[src/rtl/i2s_ctl_pkg.sv]
package i2s_ctl_pkg;

    typedef enum logic [1:0] {
        ST_IDLE  = 2'd0,
        ST_LEFT  = 2'd1,
        ST_RIGHT = 2'd2
    } frame_st_t;

    localparam int OFS_RESET = 8'h00;
    localparam int OFS_CTRL  = 8'h04;
    localparam int OFS_CLK   = 8'h08;
    localparam int OFS_STAT  = 8'h10;
    localparam int OFS_RXD   = 8'h28;
    localparam int OFS_TXD   = 8'h2C;

    localparam int WSIZE_LSB = 16;

endpackage

[src/rtl/i2s_bclk_gen.sv]
module i2s_bclk_gen #(
    parameter int DIV_W = 8
) (
    input  logic             clk,
    input  logic             rst_n,
    input  logic             clr,
    input  logic             run,
    input  logic [DIV_W-1:0] div,
    output logic             bclk,
    output logic             rise_stb,
    output logic             fall_stb
);

    logic [DIV_W-1:0] cnt;
    logic             wrap;

    assign wrap     = run && !clr && (cnt == div);
    assign rise_stb = wrap && !bclk;
    assign fall_stb = wrap && bclk;

    always_ff @(posedge clk or negedge rst_n) begin
        if (!rst_n) begin
            cnt  <= '0;
            bclk <= 1'b0;
        end else if (clr || !run) begin
            cnt  <= '0;
            bclk <= 1'b0;
        end else if (cnt == div) begin
            cnt  <= '0;
            bclk <= ~bclk;
        end else begin
            cnt  <= cnt + 1'b1;
        end
    end

    AST_BCLK_HOLD: assert property (@(posedge clk) disable iff (!rst_n)
        (!rise_stb && !fall_stb && run && !clr) |=> $stable(bclk));

    AST_BCLK_PARKED: assert property (@(posedge clk) disable iff (!rst_n)
        !run |=> !bclk);

endmodule

[src/rtl/i2s_sfifo.sv]
module i2s_sfifo #(
    parameter int DW    = 32,
    parameter int DEPTH = 8
) (
    input  logic          clk,
    input  logic          rst_n,
    input  logic          clr,
    input  logic          push,
    input  logic [DW-1:0] wdata,
    input  logic          pop,
    output logic [DW-1:0] head,
    output logic          full,
    output logic          empty
);

    localparam int PW = (DEPTH > 1) ? $clog2(DEPTH) : 1;
    localparam int CW = $clog2(DEPTH + 1);

    logic [DW-1:0] mem [DEPTH];
    logic [PW-1:0] wp, rp;
    logic [CW-1:0] cnt;
    logic          do_push, do_pop;

    assign full    = (cnt == CW'(DEPTH));
    assign empty   = (cnt == '0);
    assign do_push = push && !full;
    assign do_pop  = pop && !empty;
    assign head    = mem[rp];

    always_ff @(posedge clk or negedge rst_n) begin
        if (!rst_n) begin
            wp  <= '0;
            rp  <= '0;
            cnt <= '0;
        end else if (clr) begin
            wp  <= '0;
            rp  <= '0;
            cnt <= '0;
        end else begin
            if (do_push) wp <= (wp == PW'(DEPTH - 1)) ? '0 : wp + 1'b1;
            if (do_pop)  rp <= (rp == PW'(DEPTH - 1)) ? '0 : rp + 1'b1;
            cnt <= cnt + CW'(do_push) - CW'(do_pop);
        end
    end

    always_ff @(posedge clk) begin
        if (do_push) mem[wp] <= wdata;
    end

    AST_FIFO_BOUND: assert property (@(posedge clk) disable iff (!rst_n)
        cnt <= CW'(DEPTH));

    AST_EMPTY_POP_INERT: assert property (@(posedge clk) disable iff (!rst_n)
        (pop && empty && !push && !clr) |=> empty);

endmodule

[src/rtl/i2s_frame_engine.sv]
module i2s_frame_engine
    import i2s_ctl_pkg::*;
#(
    parameter int DW   = 32,
    parameter int WS_W = 5
) (
    input  logic            clk,
    input  logic            rst_n,
    input  logic            clr,
    input  logic            run,
    input  logic            tx_en,
    input  logic            rx_en,
    input  logic [WS_W-1:0] word_m1,
    input  logic            rise_stb,
    input  logic            fall_stb,
    input  logic [DW-1:0]   tx_head,
    input  logic            tx_empty,
    input  logic            rx_full,
    input  logic            sdin,
    output logic            tx_pop,
    output logic            uf_evt,
    output logic            rx_push,
    output logic            ov_evt,
    output logic [DW-1:0]   rx_word,
    output logic            ws,
    output logic            sdout
);

    localparam int SW = WS_W + 2;

    frame_st_t     st, st_nxt;
    logic [SW-1:0] slot, slot_nxt, wlen, last_slot;
    logic [SW-1:0] rx_cnt, rx_cnt_nxt;
    logic [DW-1:0] tx_sh, rx_sh, tx_load, rx_full_word;
    logic          live, load_slot, rx_start, rx_capture, rx_done;

    assign live      = run && !clr;
    assign wlen      = SW'(word_m1) + 1'b1;
    assign last_slot = (wlen << 1) - 1'b1;

    // next state and slot
    always_comb begin
        st_nxt   = st;
        slot_nxt = slot;
        unique case (st)
            ST_IDLE: begin
                if (live && fall_stb) begin
                    st_nxt   = ST_LEFT;
                    slot_nxt = '0;
                end
            end
            ST_LEFT: begin
                if (!live) begin
                    st_nxt   = ST_IDLE;
                    slot_nxt = '0;
                end else if (fall_stb) begin
                    slot_nxt = slot + 1'b1;
                    if (slot == wlen - 1'b1) st_nxt = ST_RIGHT;
                end
            end
            ST_RIGHT: begin
                if (!live) begin
                    st_nxt   = ST_IDLE;
                    slot_nxt = '0;
                end else if (fall_stb) begin
                    if (slot == last_slot) begin
                        st_nxt   = ST_LEFT;
                        slot_nxt = '0;
                    end else begin
                        slot_nxt = slot + 1'b1;
                    end
                end
            end
            default: begin
                st_nxt   = ST_IDLE;
                slot_nxt = '0;
            end
        endcase
    end

    // state register
    always_ff @(posedge clk or negedge rst_n) begin
        if (!rst_n) begin
            st   <= ST_IDLE;
            slot <= '0;
        end else begin
            st   <= st_nxt;
            slot <= slot_nxt;
        end
    end

    assign ws = (st == ST_RIGHT);

    assign load_slot = fall_stb && (st_nxt != ST_IDLE) &&
                       ((slot_nxt == SW'(1)) || (slot_nxt == wlen + 1'b1));
    assign tx_pop    = load_slot && tx_en && !tx_empty;
    assign uf_evt    = load_slot && tx_en && tx_empty;
    assign tx_load   = tx_empty ? '0 : tx_head;

    assign rx_start     = (slot == SW'(1)) || (slot == wlen + 1'b1);
    assign rx_cnt_nxt   = rx_start ? SW'(1) : ((rx_cnt != '0) ? rx_cnt + 1'b1 : '0);
    assign rx_capture   = rise_stb && (st != ST_IDLE) && rx_en;
    assign rx_done      = rx_capture && (rx_cnt_nxt == wlen);
    assign rx_push      = rx_done && !rx_full;
    assign ov_evt       = rx_done && rx_full;
    assign rx_full_word = {rx_sh[DW-2:0], sdin};
    assign rx_word      = rx_full_word << (SW'(DW) - wlen);

    // outputs and shifters
    always_ff @(posedge clk or negedge rst_n) begin
        if (!rst_n) begin
            tx_sh  <= '0;
            sdout  <= 1'b0;
            rx_sh  <= '0;
            rx_cnt <= '0;
        end else if (st_nxt == ST_IDLE) begin
            tx_sh  <= '0;
            sdout  <= 1'b0;
            rx_sh  <= '0;
            rx_cnt <= '0;
        end else begin
            if (fall_stb) begin
                if (!tx_en) begin
                    sdout <= 1'b0;
                    tx_sh <= '0;
                end else if (load_slot) begin
                    sdout <= tx_load[DW-1];
                    tx_sh <= tx_load << 1;
                end else begin
                    sdout <= tx_sh[DW-1];
                    tx_sh <= tx_sh << 1;
                end
            end
            if (rx_capture) begin
                rx_sh  <= rx_full_word;
                rx_cnt <= rx_done ? '0 : rx_cnt_nxt;
            end else if (!rx_en) begin
                rx_cnt <= '0;
            end
        end
    end

    AST_WS_ON_FALL: assert property (@(posedge clk) disable iff (!rst_n)
        (live && !fall_stb) |=> $stable(ws));

    AST_SDO_ON_FALL: assert property (@(posedge clk) disable iff (!rst_n)
        (live && !fall_stb) |=> $stable(sdout));

    AST_FRAME_LEN: assert property (@(posedge clk) disable iff (!rst_n)
        slot <= last_slot || st == ST_IDLE || $past(word_m1) != word_m1);

endmodule

[src/rtl/i2s_ctl_top.sv]
module i2s_ctl_top
    import i2s_ctl_pkg::*;
#(
    parameter int ADDR_W     = 8,
    parameter int DIV_W      = 8,
    parameter int WS_W       = 5,
    parameter int FIFO_DEPTH = 8
) (
    input  logic              clk,
    input  logic              rst_n,
    input  logic              bus_wr,
    input  logic              bus_rd,
    input  logic [ADDR_W-1:0] bus_addr,
    input  logic [31:0]       bus_wdata,
    output logic [31:0]       bus_rdata,
    output logic              i2s_bclk,
    output logic              i2s_ws,
    output logic              i2s_sdo,
    input  logic              i2s_sdi
);

    localparam int DW = 32;

    logic             tx_en_q, rx_en_q, uf_q, ov_q;
    logic [DIV_W-1:0] div_q;
    logic [WS_W-1:0]  wsz_q;
    logic             wr_rst, wr_ctrl, wr_clk, wr_stat, tx_push, rx_pop;
    logic             glob_clr, tx_clr, rx_clr, run;
    logic             rise_stb, fall_stb;
    logic             tx_pop, uf_evt, rx_push, ov_evt;
    logic [DW-1:0]    tx_head, rx_head, rx_word;
    logic             tx_full, tx_empty, rx_full, rx_empty;

    assign wr_rst   = bus_wr && (bus_addr == ADDR_W'(OFS_RESET));
    assign wr_ctrl  = bus_wr && (bus_addr == ADDR_W'(OFS_CTRL));
    assign wr_clk   = bus_wr && (bus_addr == ADDR_W'(OFS_CLK));
    assign wr_stat  = bus_wr && (bus_addr == ADDR_W'(OFS_STAT));
    assign tx_push  = bus_wr && (bus_addr == ADDR_W'(OFS_TXD));
    assign rx_pop   = bus_rd && (bus_addr == ADDR_W'(OFS_RXD));
    assign glob_clr = wr_rst && bus_wdata[0];
    assign tx_clr   = glob_clr || (wr_rst && bus_wdata[1]);
    assign rx_clr   = glob_clr || (wr_rst && bus_wdata[2]);
    assign run      = tx_en_q || rx_en_q;

    always_ff @(posedge clk or negedge rst_n) begin
        if (!rst_n) begin
            tx_en_q <= 1'b0;
            rx_en_q <= 1'b0;
            div_q   <= '0;
            wsz_q   <= '1;
            uf_q    <= 1'b0;
            ov_q    <= 1'b0;
        end else if (glob_clr) begin
            tx_en_q <= 1'b0;
            rx_en_q <= 1'b0;
            div_q   <= '0;
            wsz_q   <= '1;
            uf_q    <= 1'b0;
            ov_q    <= 1'b0;
        end else begin
            if (wr_ctrl) begin
                tx_en_q <= bus_wdata[0];
                rx_en_q <= bus_wdata[1];
            end
            if (wr_clk) begin
                div_q <= bus_wdata[DIV_W-1:0];
                wsz_q <= bus_wdata[WSIZE_LSB +: WS_W];
            end
            uf_q <= (uf_q && !(wr_stat && bus_wdata[0])) || uf_evt;
            ov_q <= (ov_q && !(wr_stat && bus_wdata[1])) || ov_evt;
        end
    end

    always_comb begin
        bus_rdata = '0;
        if (bus_addr == ADDR_W'(OFS_CTRL)) begin
            bus_rdata[0] = tx_en_q;
            bus_rdata[1] = rx_en_q;
        end else if (bus_addr == ADDR_W'(OFS_CLK)) begin
            bus_rdata[DIV_W-1:0]          = div_q;
            bus_rdata[WSIZE_LSB +: WS_W]  = wsz_q;
        end else if (bus_addr == ADDR_W'(OFS_STAT)) begin
            bus_rdata[3:0] = {rx_empty, tx_full, ov_q, uf_q};
        end else if (bus_addr == ADDR_W'(OFS_RXD)) begin
            if (!rx_empty) bus_rdata = rx_head;
        end
    end

    i2s_bclk_gen #(.DIV_W(DIV_W)) u_bclk (
        .clk(clk), .rst_n(rst_n), .clr(glob_clr), .run(run), .div(div_q),
        .bclk(i2s_bclk), .rise_stb(rise_stb), .fall_stb(fall_stb)
    );

    i2s_sfifo #(.DW(DW), .DEPTH(FIFO_DEPTH)) u_txq (
        .clk(clk), .rst_n(rst_n), .clr(tx_clr), .push(tx_push), .wdata(bus_wdata),
        .pop(tx_pop), .head(tx_head), .full(tx_full), .empty(tx_empty)
    );

    i2s_sfifo #(.DW(DW), .DEPTH(FIFO_DEPTH)) u_rxq (
        .clk(clk), .rst_n(rst_n), .clr(rx_clr), .push(rx_push), .wdata(rx_word),
        .pop(rx_pop), .head(rx_head), .full(rx_full), .empty(rx_empty)
    );

    i2s_frame_engine #(.DW(DW), .WS_W(WS_W)) u_frame (
        .clk(clk), .rst_n(rst_n), .clr(glob_clr), .run(run),
        .tx_en(tx_en_q), .rx_en(rx_en_q), .word_m1(wsz_q),
        .rise_stb(rise_stb), .fall_stb(fall_stb),
        .tx_head(tx_head), .tx_empty(tx_empty), .rx_full(rx_full), .sdin(i2s_sdi),
        .tx_pop(tx_pop), .uf_evt(uf_evt), .rx_push(rx_push), .ov_evt(ov_evt),
        .rx_word(rx_word), .ws(i2s_ws), .sdout(i2s_sdo)
    );

    AST_UF_STICKY: assert property (@(posedge clk) disable iff (!rst_n)
        (uf_q && !(wr_stat && bus_wdata[0]) && !glob_clr) |=> uf_q);

    AST_OV_STICKY: assert property (@(posedge clk) disable iff (!rst_n)
        (ov_q && !(wr_stat && bus_wdata[1]) && !glob_clr) |=> ov_q);

    AST_RD_EMPTY_ZERO: assert property (@(posedge clk) disable iff (!rst_n)
        (rx_pop && rx_empty) |-> (bus_rdata == '0));

    AST_TX_FULL_HOLD: assert property (@(posedge clk) disable iff (!rst_n)
        (tx_full && tx_push && !tx_pop && !tx_clr) |=> tx_full);

    AST_RX_OFF_NO_PUSH: assert property (@(posedge clk) disable iff (!rst_n)
        !rx_en_q |-> !rx_push);

endmodule

[config.mk]
export PLATFORM = sky130hd
export DESIGN_NAME = i2s_ctl_top
export DESIGN_NICKNAME = d
export VERILOG_FILES = /design/src/rtl/i2s_ctl_pkg.sv /design/src/rtl/i2s_bclk_gen.sv /design/src/rtl/i2s_sfifo.sv /design/src/rtl/i2s_frame_engine.sv /design/src/rtl/i2s_ctl_top.sv
export SDC_FILE = /design/constraint.sdc
export NUM_CORES = 1
export LEC_CHECK = 0
export BUFFER_PORTS_ARGS = -buffer_cell sky130_fd_sc_hd__buf_2
export CAP_MARGIN = 20
export CORE_MARGIN = 2
export CORE_UTILIZATION = 47
export CTS_CLUSTER_SIZE = 14
export DETAILED_ROUTE_END_ITERATION = 8
export REMOVE_ABC_BUFFERS = 1
export SLEW_MARGIN = 15
export SYNTH_ARGS = -nofsm -noshare
export SYNTH_HDL_FRONTEND = slang
export SYNTH_SLANG_ARGS = --single-unit
[constraint.sdc]
create_clock -name clk -period 25.2 [get_ports clk]
set_clock_uncertainty 0.2 [all_clocks]
set_input_delay 1.26 -clock clk [delete_from_list [all_inputs] [get_ports clk]]
set_output_delay 1.26 -clock clk [all_outputs]
set_load 0.005 [all_outputs]
; ---- Yosys cells after proc, flatten, opt, wreduce, memory -nomap -nowiden
; Memory sizes are Yosys's and may differ from the RTL's.
; Index checks and enable logic that the tools add are counted.
[word_totals]
ff_bits = 126
ram_bits = 512
word_cells = 202
memories = 2
[mem_list]
columns = name, words, width, read_ports, rd_clocked_by_memory_dff, wr, line_no
row1 = u_rxq.mem, 8, 32, 1, 0, 1, i2s_sfifo.sv:19  ; logic [DW-1:0] mem [DEPTH];
row2 = u_txq.mem, 8, 32, 1, 0, 1, i2s_sfifo.sv:19
[classes]
n_addsub = 16
n_eq_ne = 22
n_shift = 1
n_mux = 74
bitwise = 1
reduce_logical = 66
[ops]
columns = op, n
row1 = 32-bit two-way mux, 7
row2 = 7-bit two-way mux, 12
row3 = 31-bit two-way mux, 2
row4 = 8-bit two-way mux, 6
row5 = 3-bit two-way mux, 12
row6 = 7-bit equality test, 5
row7 = 1-bit logical AND, 32
row8 = 32-bit by 7-bit << shifter with 32-bit output, 1
row9 = 30-bit two-way mux, 1
row10 = 28-bit two-way mux, 1
row11 = 2-bit nonzero test, 11
row12 = "7-bit by 1-bit adder with 7-bit output, second input constant", 3
row13 = 7-bit one-hot mux with 3 select lines, 1
row14 = "8-bit by 6-bit equality test with 1-bit output, second input constant", 2
row15 = 1-bit two-way mux, 16
row16 = 2-bit two-way mux, 8
row17 = 5-bit two-way mux, 3
row18 = "7-bit by 1-bit equality test with 1-bit output, second input constant", 2
row19 = "7-bit by 1-bit subtractor with 7-bit output, second input constant", 2
row20 = "3-bit by 1-bit adder with 3-bit output, second input constant", 4
row21 = "3-bit equality test, second input constant", 4
row22 = 4-bit two-way mux, 3
row23 = 11-bit two-way mux, 1
row24 = 1-bit logical NOT, 9
row25 = 20 further kinds, 32

; ---- Longest topological paths before layout
; Gate-level depths: netlist (run 1).
[depth]
word_depth = 18
mapped_depth = 25

; ---- Modules after synthesis
; Synthesis (run 1) repeated with hierarchy kept, for this count alone.
[unflattened]
cells_unflattened = 1919
hier_area_um2 = 29532.1
[modules_own_cells]
columns = module, n_inst, cells_each, area_each_um2, seq_area_each_um2
row1 = i2s_sfifo (u_rxq), 1, 445, 10400.0, 7937.6
row2 = i2s_sfifo (u_txq), 1, 445, 10289.9, 7937.6
row3 = i2s_frame_engine, 1, 824, 6942.9, 1976.9
row4 = i2s_ctl_top, 1, 155, 1361.3, 431.7
row5 = i2s_bclk_gen, 1, 50, 538.0, 225.2

; ---- Worst setup path after synthesis (run 1)
; OpenSTA, ideal clock, no wires.
[synth_timing]
path_kind = flip-flop to flip-flop
from = register wsz_q[0]
to = memory u_rxq.mem[2][0] (enable)
setup_ns = 0.502
t_arrival_ns = 7.204
t_required_ns = 24.498
setup_slack_ns = 17.294
path_stages_with_launch = 18
path_buffers = 5
synth_period_minus_slack_ns = 7.906
path_cell_list = dfstp_2 -> buf_4 -> clkbuf_1 -> buf_1 -> inv_1 -> ha_1 -> buf_2 -> nor2_1 -> a21oi_1 -> xor2_1 -> xnor2_1 -> o31ai_2 -> or4_1 -> o21ai_0 -> and4b_1 -> a21boi_1 -> buf_2 -> nor4bb_1
[synth_via]
elab_chain_cells = 11
[synth_lines]
columns = element, line_no
row1 = from (decl), i2s_ctl_top.sv:26  ; logic [WS_W-1:0] wsz_q;
row2 = from (signal assigned), i2s_ctl_top.sv:67  ; wsz_q <= bus_wdata[WSIZE_LSB +: WS_W];
row3 = 5-bit by 1-bit adder with 6-bit output (*), i2s_frame_engine.sv:38  ; assign wlen = SW'(word_m1) + 1'b1;
row4 = 7-bit by 1-bit adder with 7-bit output, i2s_frame_engine.sv:100  ; assign rx_start = (slot == SW'(1)) || (slot == wlen + 1'b1);
row5 = 7-bit equality test, i2s_frame_engine.sv:100
row6 = 1-bit logical OR, i2s_frame_engine.sv:100
row7 = 7-bit two-way mux, i2s_frame_engine.sv:101  ; assign rx_cnt_nxt = rx_start ? SW'(1) : ((rx_cnt != '0) ? rx_cnt + 1'b1 : '0);
row8 = 7-bit equality test (*), i2s_frame_engine.sv:103  ; assign rx_done = rx_capture && (rx_cnt_nxt == wlen);
row9 = 1-bit logical AND (*), i2s_frame_engine.sv:103
row10 = 1-bit logical AND (*), i2s_frame_engine.sv:104  ; assign rx_push = rx_done && !rx_full;
row11 = 1-bit logical AND (*), i2s_sfifo.sv:26  ; assign do_push = push && !full;
row12 = 1-bit two-way mux (*), i2s_sfifo.sv:47  ; if (do_push) mem[wp] <= wdata;
row13 = 1-bit two-way mux (not written as such) (*), i2s_sfifo.sv:47
row14 = to (decl), i2s_sfifo.sv:19
; Every way passes the cells marked *; elsewhere a longest branch is shown, timed or not.

; ---- Worst setup path in the final report (run 1)
[layout_timing]
from = register wsz_q[0]
to = register u_txq.cnt[3]
[layout_via]
elab_chain_cells = 15
[layout_lines]
columns = element, line_no
row1 = 5-bit by 1-bit adder with 6-bit output (*), i2s_frame_engine.sv:38
row2 = 7-bit by 1-bit subtractor with 7-bit output (*), i2s_frame_engine.sv:39  ; assign last_slot = (wlen << 1) - 1'b1;
row3 = 7-bit equality test (*), i2s_frame_engine.sv:66  ; if (slot == last_slot) begin
row4 = 7-bit two-way mux (*), i2s_frame_engine.sv:66
row5 = 7-bit two-way mux (*), i2s_frame_engine.sv:65  ; end else if (fall_stb) begin
row6 = 7-bit two-way mux (*), i2s_frame_engine.sv:62  ; if (!live) begin
row7 = 7-bit one-hot mux with 3 select lines (*), i2s_frame_engine.sv:45  ; unique case (st)
row8 = net u_frame.slot_nxt[5], i2s_frame_engine.sv:32  ; logic [SW-1:0] slot, slot_nxt, wlen, last_slot;
row9 = 7-bit by 1-bit equality test with 1-bit output / 7-bit equality test (equally long branches), i2s_frame_engine.sv:95  ; ((slot_nxt == SW'(1)) || (slot_nxt == wlen + 1'b1));
row10 = 1-bit logical OR (*), i2s_frame_engine.sv:95
row11 = 1-bit logical AND (*), i2s_frame_engine.sv:94  ; assign load_slot = fall_stb && (st_nxt != ST_IDLE) &&
row12 = 1-bit logical AND (*) (2 in a row), i2s_frame_engine.sv:96  ; assign tx_pop = load_slot && tx_en && !tx_empty;
row13 = 1-bit logical AND (*), i2s_sfifo.sv:27  ; assign do_pop = pop && !empty;
row14 = 4-bit by 1-bit subtractor with 4-bit output (*), i2s_sfifo.sv:42  ; cnt <= cnt + CW'(do_push) - CW'(do_pop);
row15 = 4-bit two-way mux (*), i2s_sfifo.sv:35  ; end else if (clr) begin
row16 = to (signal assigned), i2s_sfifo.sv:42
row17 = to (decl), i2s_sfifo.sv:21  ; logic [CW-1:0] cnt;
; The timed path passes the listed nets; every way through them passes the cells marked *.
; A chain may end at the register's enable or synchronous reset.

==> run metrics, run 1 <==
status=finished clean; CTS buffer count=69; clock buffer depth=3; Worst Setup SP=wsz_q[0]$_DFFE_PN1P_; gr usage total=0.2142; Final Setup Violations=0; CTS H-tree depth=3; sequential group share of total power=0.494; Detailed Route WL=67060 um; register area share after synthesis=0.6435; Crit. path cell count=20; num rows=90; first-pass GRT wire length=102600 um; Final Hold Fails=0; max-cap violations=0; period utilization=0.2722; Fmax=145.8 MHz; Post-synth EDFFs=512; Hold WC Path Type=reg2reg; syn_area_per_cell=15.03 sq um; GRT overflow=0; Reg2Reg Capture Point=u_txq.cnt[3]$_DFF_PN0_; cell-internal power=0.001832 W; Slowest cell on crit path=or3_1; vias per cell=5.992; crit path kind=reg2reg; Slew Viols, Final=0; CP required=25.47 ns; crit path buf inv count=3; dominant synthesized flop cell=edfxtp_1; initial DRC count=1352; min Tclk post-route=6.859 ns; Comb pwr share=0.057; vias in the first global route=17240; drc violations=0; largest net degree at the start of global routing=69; DR vias=16890; CP Max Fanout=59; Placement Setup Slack=18.41 ns; RSZ-0062 raised after global routing=false; CTS Root Cell=clkbuf_16; final worst-path setup slack=18.34 ns; FF-to-FF Start=wsz_q[0]$_DFFE_PN1P_; Hold Buf Count CTS=0; Async S/R FF share, synth=0.1962; Area Growth Syn to Fin=12.72%; Detailed Routing Iterations Pass 1=5; slew margin rel.=0.2719; Most common cell on crit path=ha_1; critical-path cell list=buf_4 > ha_1 > nand3b_1 > a211oi_1 > or3_1 > nand2_1 > a221oi_4 > a221o_1 > and2_4 > inv_2 > xnor2_1 > or3_4 > a21oi_4 > ha_1 > inv_1 > ha_1 > a21o_1 > a21oi_1 > xnor2_1 > nor2_1; placed inst area=30020 sq um; Least-Margin Pin Slew=1.086 ns; FF-to-FF setup slack=18.34 ns; initial core utilization=0.4756; Worst setup endpoint=u_txq.cnt[3]$_DFF_PN0_; Filler Cells Inserted=4863; fin cells=2819; Routed WL per cell=23.79 um; Yosys reg bits=637; Mapped Area=28760 sq um; CP Capture Type=flop; Critical Path AT=7.13 ns; initial antenna violation count=2; Peak supply drop=0.00004492 V; post-synthesis instance total=1914; post-CTS setup buffers=0; Layout Cell Area excl Fill=32420 sq um; clock slew at reported path FFs=0.06 ns; die area=63190 sq um; NetSw=0.0005085 W; Placed Cells incl. Taps=2689; post-CTS sizing=0; GPL Wtd Cong=0.8901; nets=2054; P per Cell Area=72.18 nW/um^2; post-detail-place hpwl=40370 um; R2R cell count=20; Static Leak=11.37 nW; core area=60470 sq um; Die Ht=251.4 um; sw frac=0.2173; post-synth cell types=92; Startpoint Class=flop; Max stage delay on crit path=0.82 ns; layout cells sized above 1=0.2304; Yosys warnings=0; cell family with most CP delay=compound AO/OA/AOI/OAI gates; Core Util, Final=0.5361; later-pin clock latency in the skew report=0.61 ns; CTS tree=yes; Routed Antenna Nets=0; IO Pins=80; CTS sink cnt=637; Die Width=251.4 um; Port Buffers=79; Clock power frac=0.448; Fin Setup TNS=0 ns
[flip-flops by register name, summed over array words and instances (netlist names), 4 cells and up]
signal	count
u_txq.mem	256
u_frame.rx_sh	31
u_frame.slot	7
u_rxq.cnt	4
u_txq.cnt	4
u_bclk.cnt	8
u_frame.tx_sh	31
u_frame.rx_cnt	7
div_q	8
wsz_q	5
u_rxq.mem	256
[stage by stage]
step	total power (W)	hold WS [ns]
after floorplan	0.001265	0.2642
after global placement	0.001307	0.2842
after detailed placement	0.001311	0.2881
after CTS	0.002363	0.2975
after global routing	0.002417	0.3231
final	0.002340	0.2925
[worst min path at each step]
stage	end	startpoint	slack [ns]	cells past startpoint
after global placement	u_frame.tx_sh[21]$_DFFE_PN0P_	u_frame.tx_sh[20]$_DFFE_PN0P_	0.28	1
after detailed placement	u_frame.tx_sh[7]$_DFFE_PN0P_	u_frame.tx_sh[6]$_DFFE_PN0P_	0.29	1
after global routing	u_frame.tx_sh[24]$_DFFE_PN0P_	u_frame.tx_sh[23]$_DFFE_PN0P_	0.32	1
final	u_frame.tx_sh[25]$_DFFE_PN0P_	u_frame.tx_sh[24]$_DFFE_PN0P_	0.29	1
after CTS	u_frame.tx_sh[25]$_DFFE_PN0P_	u_frame.tx_sh[24]$_DFFE_PN0P_	0.30	1
after floorplan	uf_q$_DFF_PN0_	uf_q$_DFF_PN0_	0.26	2
[worst register-to-register path: stages, from the launching register on]
cell and delay (ns):
dfstp_2 0.51, buf_4 0.52, ha_1 0.71, nand3b_1 0.16, a211oi_1 0.37, or3_1 0.82, nand2_1 0.25, a221oi_4 0.49
a221o_1 0.23, and2_4 0.16, inv_2 0.04, xnor2_1 0.13, or3_4 0.36, a21oi_4 0.64, ha_1 0.29, inv_1 0.07
ha_1 0.27, a21o_1 0.17, a21oi_1 0.17, xnor2_1 0.14, nor2_1 0.05
[cell usage after synthesis (5+ instances only)]
| master | count | area, sq um |
|---|---|---|
| buf_2 | 9 | 45.04 |
| and2_1 | 9 | 56.30 |
| ha_1 | 28 | 350.3 |
| nor2b_1 | 8 | 50.05 |
| nor3_1 | 29 | 145.1 |
| or3_1 | 9 | 56.30 |
| clkbuf_1 | 76 | 285.3 |
| or2_2 | 5 | 31.28 |
| xor2_1 | 22 | 192.7 |
| xnor2_1 | 29 | 254.0 |
| nor2_1 | 146 | 548.0 |
| nand4_1 | 5 | 31.28 |
| mux2_2 | 37 | 416.7 |
| edfxtp_1 | 512 | 15370 |
| and3_1 | 47 | 294.0 |
| nand3b_1 | 5 | 37.54 |
| mux2i_1 | 44 | 440.4 |
| a211oi_1 | 9 | 67.56 |
| o21ai_0 | 36 | 180.2 |
| nand2b_1 | 11 | 68.82 |
| nand2_1 | 187 | 701.9 |
| o22ai_1 | 5 | 31.28 |
| a21oi_1 | 84 | 420.4 |
| inv_1 | 34 | 127.6 |
| dfstp_2 | 5 | 131.4 |
| nand3_1 | 50 | 250.2 |
| a22oi_1 | 5 | 37.54 |
| buf_1 | 24 | 90.09 |
| o211ai_1 | 9 | 67.56 |
| dfrtp_1 | 120 | 3003 |
| a31oi_1 | 14 | 87.58 |
| a221o_1 | 33 | 330.3 |
| nor4_1 | 10 | 62.56 |
| buf_6 | 7 | 78.83 |
| mux4_2 | 153 | 3446 |
[routing by layer]
layer	vias to the layer above	track usage	routed length (um)
li1	7565	-	-
met1	8740	0.2952	28870
met2	473	0.3519	32960
met3	113	0.02889	3314
met4	0	0.07704	1914
met5	-	0	0
[cell families after synthesis]
group           after synthesis  share of synthesized area
buf+inv                     154                    0.02258
fa+ha+maj                    30                    0.01357
compound gates              253                    0.06182
flops                       637                     0.6435
xor+xnor                     52                    0.01631
mux                         234                     0.1496
simple gates                554                    0.09261
[cell type report]
type                    instances  area, sq um  share of cell area
inverters                      36        135.1            0.004168
diodes                          1        2.502          0.00007718
clock inverters                32        445.4             0.01374
clock buffers                  96         1939             0.05982
well taps                     782        978.4             0.03018
multi-input cells            1123         9733              0.3002
flip-flops and latches        637        18520              0.5712
repair buffers                112        666.9             0.02057
[power groups by stage]
stage	Clock, W	Combinational (W)	Sequential (W)
global route	0.00111	0.000149	0.00116
finish	0.00105	0.000134	0.00116
floorplan	0	0.0000852	0.00118
detailed placement	0	0.000133	0.00118
global placement	0	0.000129	0.00118
CTS	0.00107	0.000134	0.00116
[placed cells by master (no fill, tap or decap), drive strengths merged, types with 29 or more instances in the layout]
cell type	count
xnor2	29
edfxtp	512
mux2i	44
nor2	146
nand2	188
inv	41
dfrtp	120
a21oi	87
and3	47
clkbuf	96
mux2	37
buf	112
mux4	153
a221o	33
nand3	50
nor3	30
o21ai	38
(Power assumes the default switching activity.)
==> run 2, diff against run 1 <==
PLACE_DENSITY = 0.65   (was not set)
clock period = 6.3 ns   (was 25.2 ns; I/O delays follow)
==> run 2 against run 1 <==
Against the previous run:
- power rose to 3.9 times the previous value
- cell count up 1.6%
- die area is the same
- setup slack got worse by 18 ns
- critical path type unchanged
- highest routed layer unchanged
- sequential power rose to 4.0 times the previous value
- routed wire length fell by 1.3%
- utilization grew 0.34 points
==> run metrics, run 2 (synthesis results as in run 1) <==
vias in the first global route=17730; post-detail-place hpwl=40250 um; Die Ht=251.4 um; Detailed Route WL=66210 um; commonest non-fill, non-tap cell in the layout=edfxtp_1; num rows=90; Port Buffers=79; GRT overflow=0; later-pin clock latency in the skew report=0.62 ns; GPL Wtd Cong=0.8884; CP required=6.58 ns; Final Setup Violations=0; placed inst area=30080 sq um; DR vias=17100; antenna cells=0; Overall Power=0.009017 W; gr usage total=0.2144; initial antenna violation count=0; CTS H-tree depth=3; clock buffer depth=3; Static Leak=11.45 nW; clock slew at reported path FFs=0.06 ns; layout cells sized above 1=0.2248; Routed WL per cell=23.12 um; crit path kind=reg2reg; critical-path cell list=inv_1 > ha_2 > or3b_1 > o21ai_1 > or3_1 > buf_4 > nand2_1 > a221oi_4 > nand4_1 > o211ai_1 > o221ai_1 > or3_4 > a21oi_4 > ha_1 > inv_1 > ha_1 > fa_1 > xnor2_1 > nor2_1; initial core utilization=0.4756; status=finished clean; Placed Cells incl. Taps=2700; Slowest cell on crit path=dfstp_2; Die Width=251.4 um; top flop regs=u_rxq.mem (256), u_txq.mem (256); min Tclk post-route=5.541 ns; CTS buffer count=69; Max stage delay on crit path=0.78 ns; Fmax=180.5 MHz; slew margin rel.=0.2972; Startpoint Class=flop; RSZ-0062 raised after global routing=false; first-pass GRT wire length=103900 um; Area Growth Syn to Fin=13.43%; CP Capture Type=flop; Routed Antenna Nets=0; Peak supply drop=0.0002160 V; drc violations=0; CTS sink cnt=637; Detailed Routing Iterations Pass 1=5; post-CTS setup buffers=0; Least-Margin Pin Slew=1.045 ns; Core Util, Final=0.5395; Critical Path AT=5.82 ns; Slew Viols, Final=0; CTS tree=yes; die area=63190 sq um; max-cap violations=0; vias per cell=5.970; IO Pins=80; core area=60470 sq um; Hold WC Path Type=in2async; nets=2101; Final Hold Fails=0; largest net degree at the start of global routing=77; fin cells=2864; most frequent cells in the layout=edfxtp_1, nand2_1, mux4_2; CTS Root Cell=clkbuf_16; CP Max Fanout=31; Layout Cell Area excl Fill=32630 sq um; initial DRC count=1380; P per Cell Area=276.4 nW/um^2; period utilization=0.8796
==> run 2: through the flow <==
| step | TNS, ns | setup WS, ns | hold slack [ns] |
|---|---|---|---|
| final | 0 | 0.7585 | 0.02020 |
| after global routing | 0 | 0.3474 | 0.05547 |
| after CTS | 0 | 0.8262 | 0.01086 |
| after detailed placement | 0 | 0.8221 | 0.1014 |
| after global placement | 0 | 0.9049 | 0.09147 |
| after floorplan | -239.70 | -2.611 | -0.1806 |
==> run 2: cell type report <==
type / count / area (sq um)
Fill cell: 4820 / 27840
Sequential cell: 637 / 18520
Tap cell: 782 / 978.4
Multi-Input combinational cell: 1123 / 9724
Timing Repair Buffer: 159 / 1107
Clock inverter: 28 / 280.3
Inverter: 36 / 135.1
Clock buffer: 99 / 1881
==> run 2: power by group <==
group          switching [W]  total (W)  internal (W)
combinational       0.000339   0.000552      0.000214
sequential         0.0000466    0.00463       0.00459
clock                0.00167    0.00383       0.00216
total                0.00206    0.00902       0.00696
==> run 2: what timing repair did <==
item,4_1_cts,5_1_grt
hold buffers,35,0
gates resized for setup,0,0
hold endpoints to repair,323,0
==> run 2: final timing paths <==
kind                                                from                           end  slack, ns  cells after the start
min in group clk                                  bus_rd       u_rxq.rp[0]$_DFFE_PN0P_       0.05                      4
hold reg to reg            u_frame.tx_sh[31]$_DFFE_PN0P_     u_frame.sdout$_DFFE_PN0P_       0.30                      1
setup reg to reg                    wsz_q[0]$_DFFE_PN1P_        u_txq.cnt[2]$_DFF_PN0_       0.76                     19
max in group asynchronous                          rst_n       u_txq.rp[0]$_DFFE_PN0P_       4.78                      4
setup / recovery                    wsz_q[0]$_DFFE_PN1P_        u_txq.cnt[2]$_DFF_PN0_       0.76                     19
hold / removal                                     rst_n  u_frame.rx_sh[9]$_DFFE_PN0P_       0.02                      2
==> run 2: worst max-delay path, delay by kind of cell, from the launching register on <==
family	cells	cell delay (ns)
adder cells (fa/ha/maj)	4	1.25
XOR/XNOR	1	0.16
AO/OA/AOI/OAI	5	1.19
flip-flops	1	0.78
buffers and inverters	3	0.48
AND/OR/NAND/NOR	6	1.35
==> run 2: routing by layer <==
metal  global-route usage  vias up  share of wire
met5                    0        -              0
met2               0.3615      506           0.50
li1                     -     7652              -
met4              0.07228        0          0.027
met3              0.03334      105          0.049
met1               0.2859     8835           0.42
==> run 3, diff against run 2 <==
ABC_AREA = 1   (was not set)
==> run 3 against run 2 <==
Against the previous run:
- clock power fell by 1%
- critical path type unchanged
- non-clock buffer count is 8 higher
- power up 7.4%
- sequential share of layout area is 0.24 points higher
- setup slack improved by 0.026 ns
- combinational power increased by 110%
- cell count up 28%
- register-to-register slack improved by 0.03 ns
- die area unchanged
- first-iteration DRC count rose by 23%
- highest routed layer unchanged
- clock-buffer cell count fell by 21
==> run metrics, run 3 <==
status=finished clean; Detailed Routing Iterations Pass 1=5; proportion of synthesized area in mux cells=0.002784; Synth top area share=0.5345; Top Layer Used=met4; largest net degree at the start of global routing=102; slew margin rel.=0.2669; Post-synth EDFFs=512; die area=63190 sq um; Filler Cells Inserted=5227; Comb pwr share=0.118; Hold WC Path Type=in2reg; sw frac=0.2583; max-cap violations=0; top flop regs=u_rxq.mem (256), u_txq.mem (256); DR WL met2=36990 um; initial DRC count=1702; CP Capture Type=flop; Routed Antenna Nets=0; FF-to-FF Start=wsz_q[0]$_DFFE_PN1P_; P per Cell Area=298.2 nW/um^2; Most common cell on crit path=nor2_1; Async S/R FF share, synth=0.1962; Fmax=181.3 MHz; Routed WL per cell=20.40 um; critical-path cell list=inv_2 > ha_1 > nor2_1 > inv_2 > nand2_2 > nand2_1 > a21oi_1 > nand3_1 > a21oi_1 > nand4_1 > nand3b_1 > nor2_1 > nor2_1 > nand2_1 > nor2_2 > nand3_1 > nor2_4 > buf_4; crit path kind=reg2reg; hold_sp=bus_addr[4]; CTS tree=yes; Slowest cell on crit path=dfstp_2; nets=2903; clock buffer depth=3; largest family of logic cells by synthesized area=simple AND/OR/NAND/NOR gates; vias in the first global route=20740; Startpoint Class=flop; IO Pins=80; initial antenna violation count=0; Final Setup Violations=0; min Tclk post-route=5.515 ns; CTS Root Cell=clkbuf_16; num rows=90; Area Growth Syn to Fin=12.94%; cell-internal power=0.007184 W; Fin Setup TNS=0 ns; GPL Wtd Cong=0.9021; post-synth cell types=51; post-synthesis instance total=2755; final worst-path setup slack=0.7845 ns; Met1 Wirelength=31200 um; routed wl met3=4036 um; Peak supply drop=0.0002145 V; Static Leak=12.09 nW; initial core utilization=0.4756; Detailed Route WL=74650 um; post-CTS sizing=0; commonest non-fill, non-tap cell in the layout=edfxtp_1; Port Buffers=79; Clock power frac=0.391; later-pin clock latency in the skew report=0.61 ns; Slew Viols, Final=0; Yosys warnings=0; DR vias=20990; fin cells=3660; period utilization=0.8755; dominant synthesized flop cell=edfxtp_1; Yosys reg bits=637; Synth Area in XOR/XNOR=0.007308; Die Ht=251.4 um; sequential group share of total power=0.491; Worst Setup SP=wsz_q[0]$_DFFE_PN1P_; Max stage delay on crit path=1.01 ns; gr usage total=0.2362; CP required=6.33 ns; CP Max Fanout=43; syn_area_per_cell=10.44 sq um; post-CTS setup buffers=0; Die Width=251.4 um; most frequent cell after synthesis=edfxtp_1; top post-synthesis cells by area=edfxtp_1, dfrtp_1, o21ai_0, nor2_1, nand2_1; post-detail-place hpwl=44540 um; RSZ-0062 raised after global routing=false; Critical Path AT=5.55 ns; Post-Synth Adder-Cell Area=0.01357; Post-synth top cells=edfxtp_1, o21ai_0, nor2_1; register area share after synthesis=0.6435; drc violations=0; Mapped Area=28760 sq um; vias per cell=5.735; layout cells sized above 1=0.1042; CTS sink cnt=637; GRT overflow=0; CTS H-tree depth=3; core area=60470 sq um; Placed Cells incl. Taps=3499; CTS buffer count=68; Hold Buf Count CTS=39; clock slew at reported path FFs=0.06 ns; Final Hold Fails=0; Compound-Gate Fraction of Synth Area=0.1345; leading area contributor after synthesis=edfxtp_1; antenna cells=0; Placement Setup Slack=0.7796 ns; Least-Margin Pin Slew=1.096 ns; NetSw=0.002502 W; post-synthesis simple-gate area fraction=0.1482; first-pass GRT wire length=116300 um; most frequent cells in the layout=edfxtp_1, o21ai_0, nor2_1
-- run 3: path summary, 6_finish.rpt --
path | to | slack [ns] | depth (start not counted)
worst max-delay path | u_rxq.mem[7][6]$_DFFE_PP_ | 0.78 | 18
worst min-delay path | u_txq.wp[2]$_DFFE_PN0P_ | 0.03 | 5
worst max register to register | u_rxq.mem[7][6]$_DFFE_PP_ | 0.78 | 18
worst min register to register | u_bclk.cnt[0]$_DFF_PN0_ | 0.27 | 1
max in group asynchronous | u_rxq.rp[0]$_DFFE_PN0P_ | 4.50 | 3
min in group asynchronous | u_frame.rx_sh[18]$_DFFE_PN0P_ | 0.08 | 2
-- run 3: layout make-up --
type                    count  area, sq um  area share
clock buffers              78         1770     0.05450
clock inverters            42        325.3     0.01001
inverters                 206        780.7     0.02403
multi-input cells        1748         8934      0.2750
flip-flops and latches    637        18520      0.5701
well taps                 782        978.4     0.03012
repair buffers            167         1177     0.03624
-- run 3: critical path: cells and delay by family (launching register included) --
kind / cells / cell delay (ns)
simple gates: 12 / 2.62
flops: 1 / 1.01
buf+inv: 3 / 0.64
fa+ha+maj: 1 / 0.35
compound gates: 2 / 0.31
-- run 3: stage by stage --
| stage | hold slack (ns) | total power, W | utilization | area (sq um) |
|---|---|---|---|---|
| final | 0.03237 | 0.009686 | 0.5372 | 32480 |
| after global routing | 0.08456 | 0.01006 | 0.5372 | 32480 |
| after CTS | 0.0001464 | 0.009756 | 0.5367 | 32460 |
| after detailed placement | 0.1863 | 0.005957 | 0.4956 | 29970 |
| after global placement | 0.1815 | 0.005920 | 0.4953 | 29950 |
| after floorplan | -0.1806 | 0.005528 | - | 28100 |
-- run 3: layer usage --
layer / global-route usage / up-vias
li1: - / 9913
met1: 0.3039 / 10260
met2: 0.4074 / 666
met3: 0.03251 / 150
met4: 0.08929 / 0
met5: 0 / -
-- run 3: cells by family (layout without fill, tap and decap cells) --
| family | Yosys count | count (layout) |
|---|---|---|
| and+or+nand+nor | 1023 | 1023 |
| AOI/OAI and AO/OA | 663 | 663 |
| DFF | 637 | 637 |
| buffers and inverters | 370 | 493 |
| adders and majority gates | 30 | 30 |
| xor gates and xnor gates | 24 | 24 |
| muxes | 8 | 8 |
-- run 3: power groups by stage --
stage	sequential, W	clock [W]	combinational, W
CTS	0.00476	0.00386	0.00114
detailed placement	0.00484	0	0.00112
floorplan	0.00487	0	0.000659
global placement	0.00484	0	0.00108
finish	0.00476	0.00378	0.00115
global route	0.00476	0.00402	0.00128
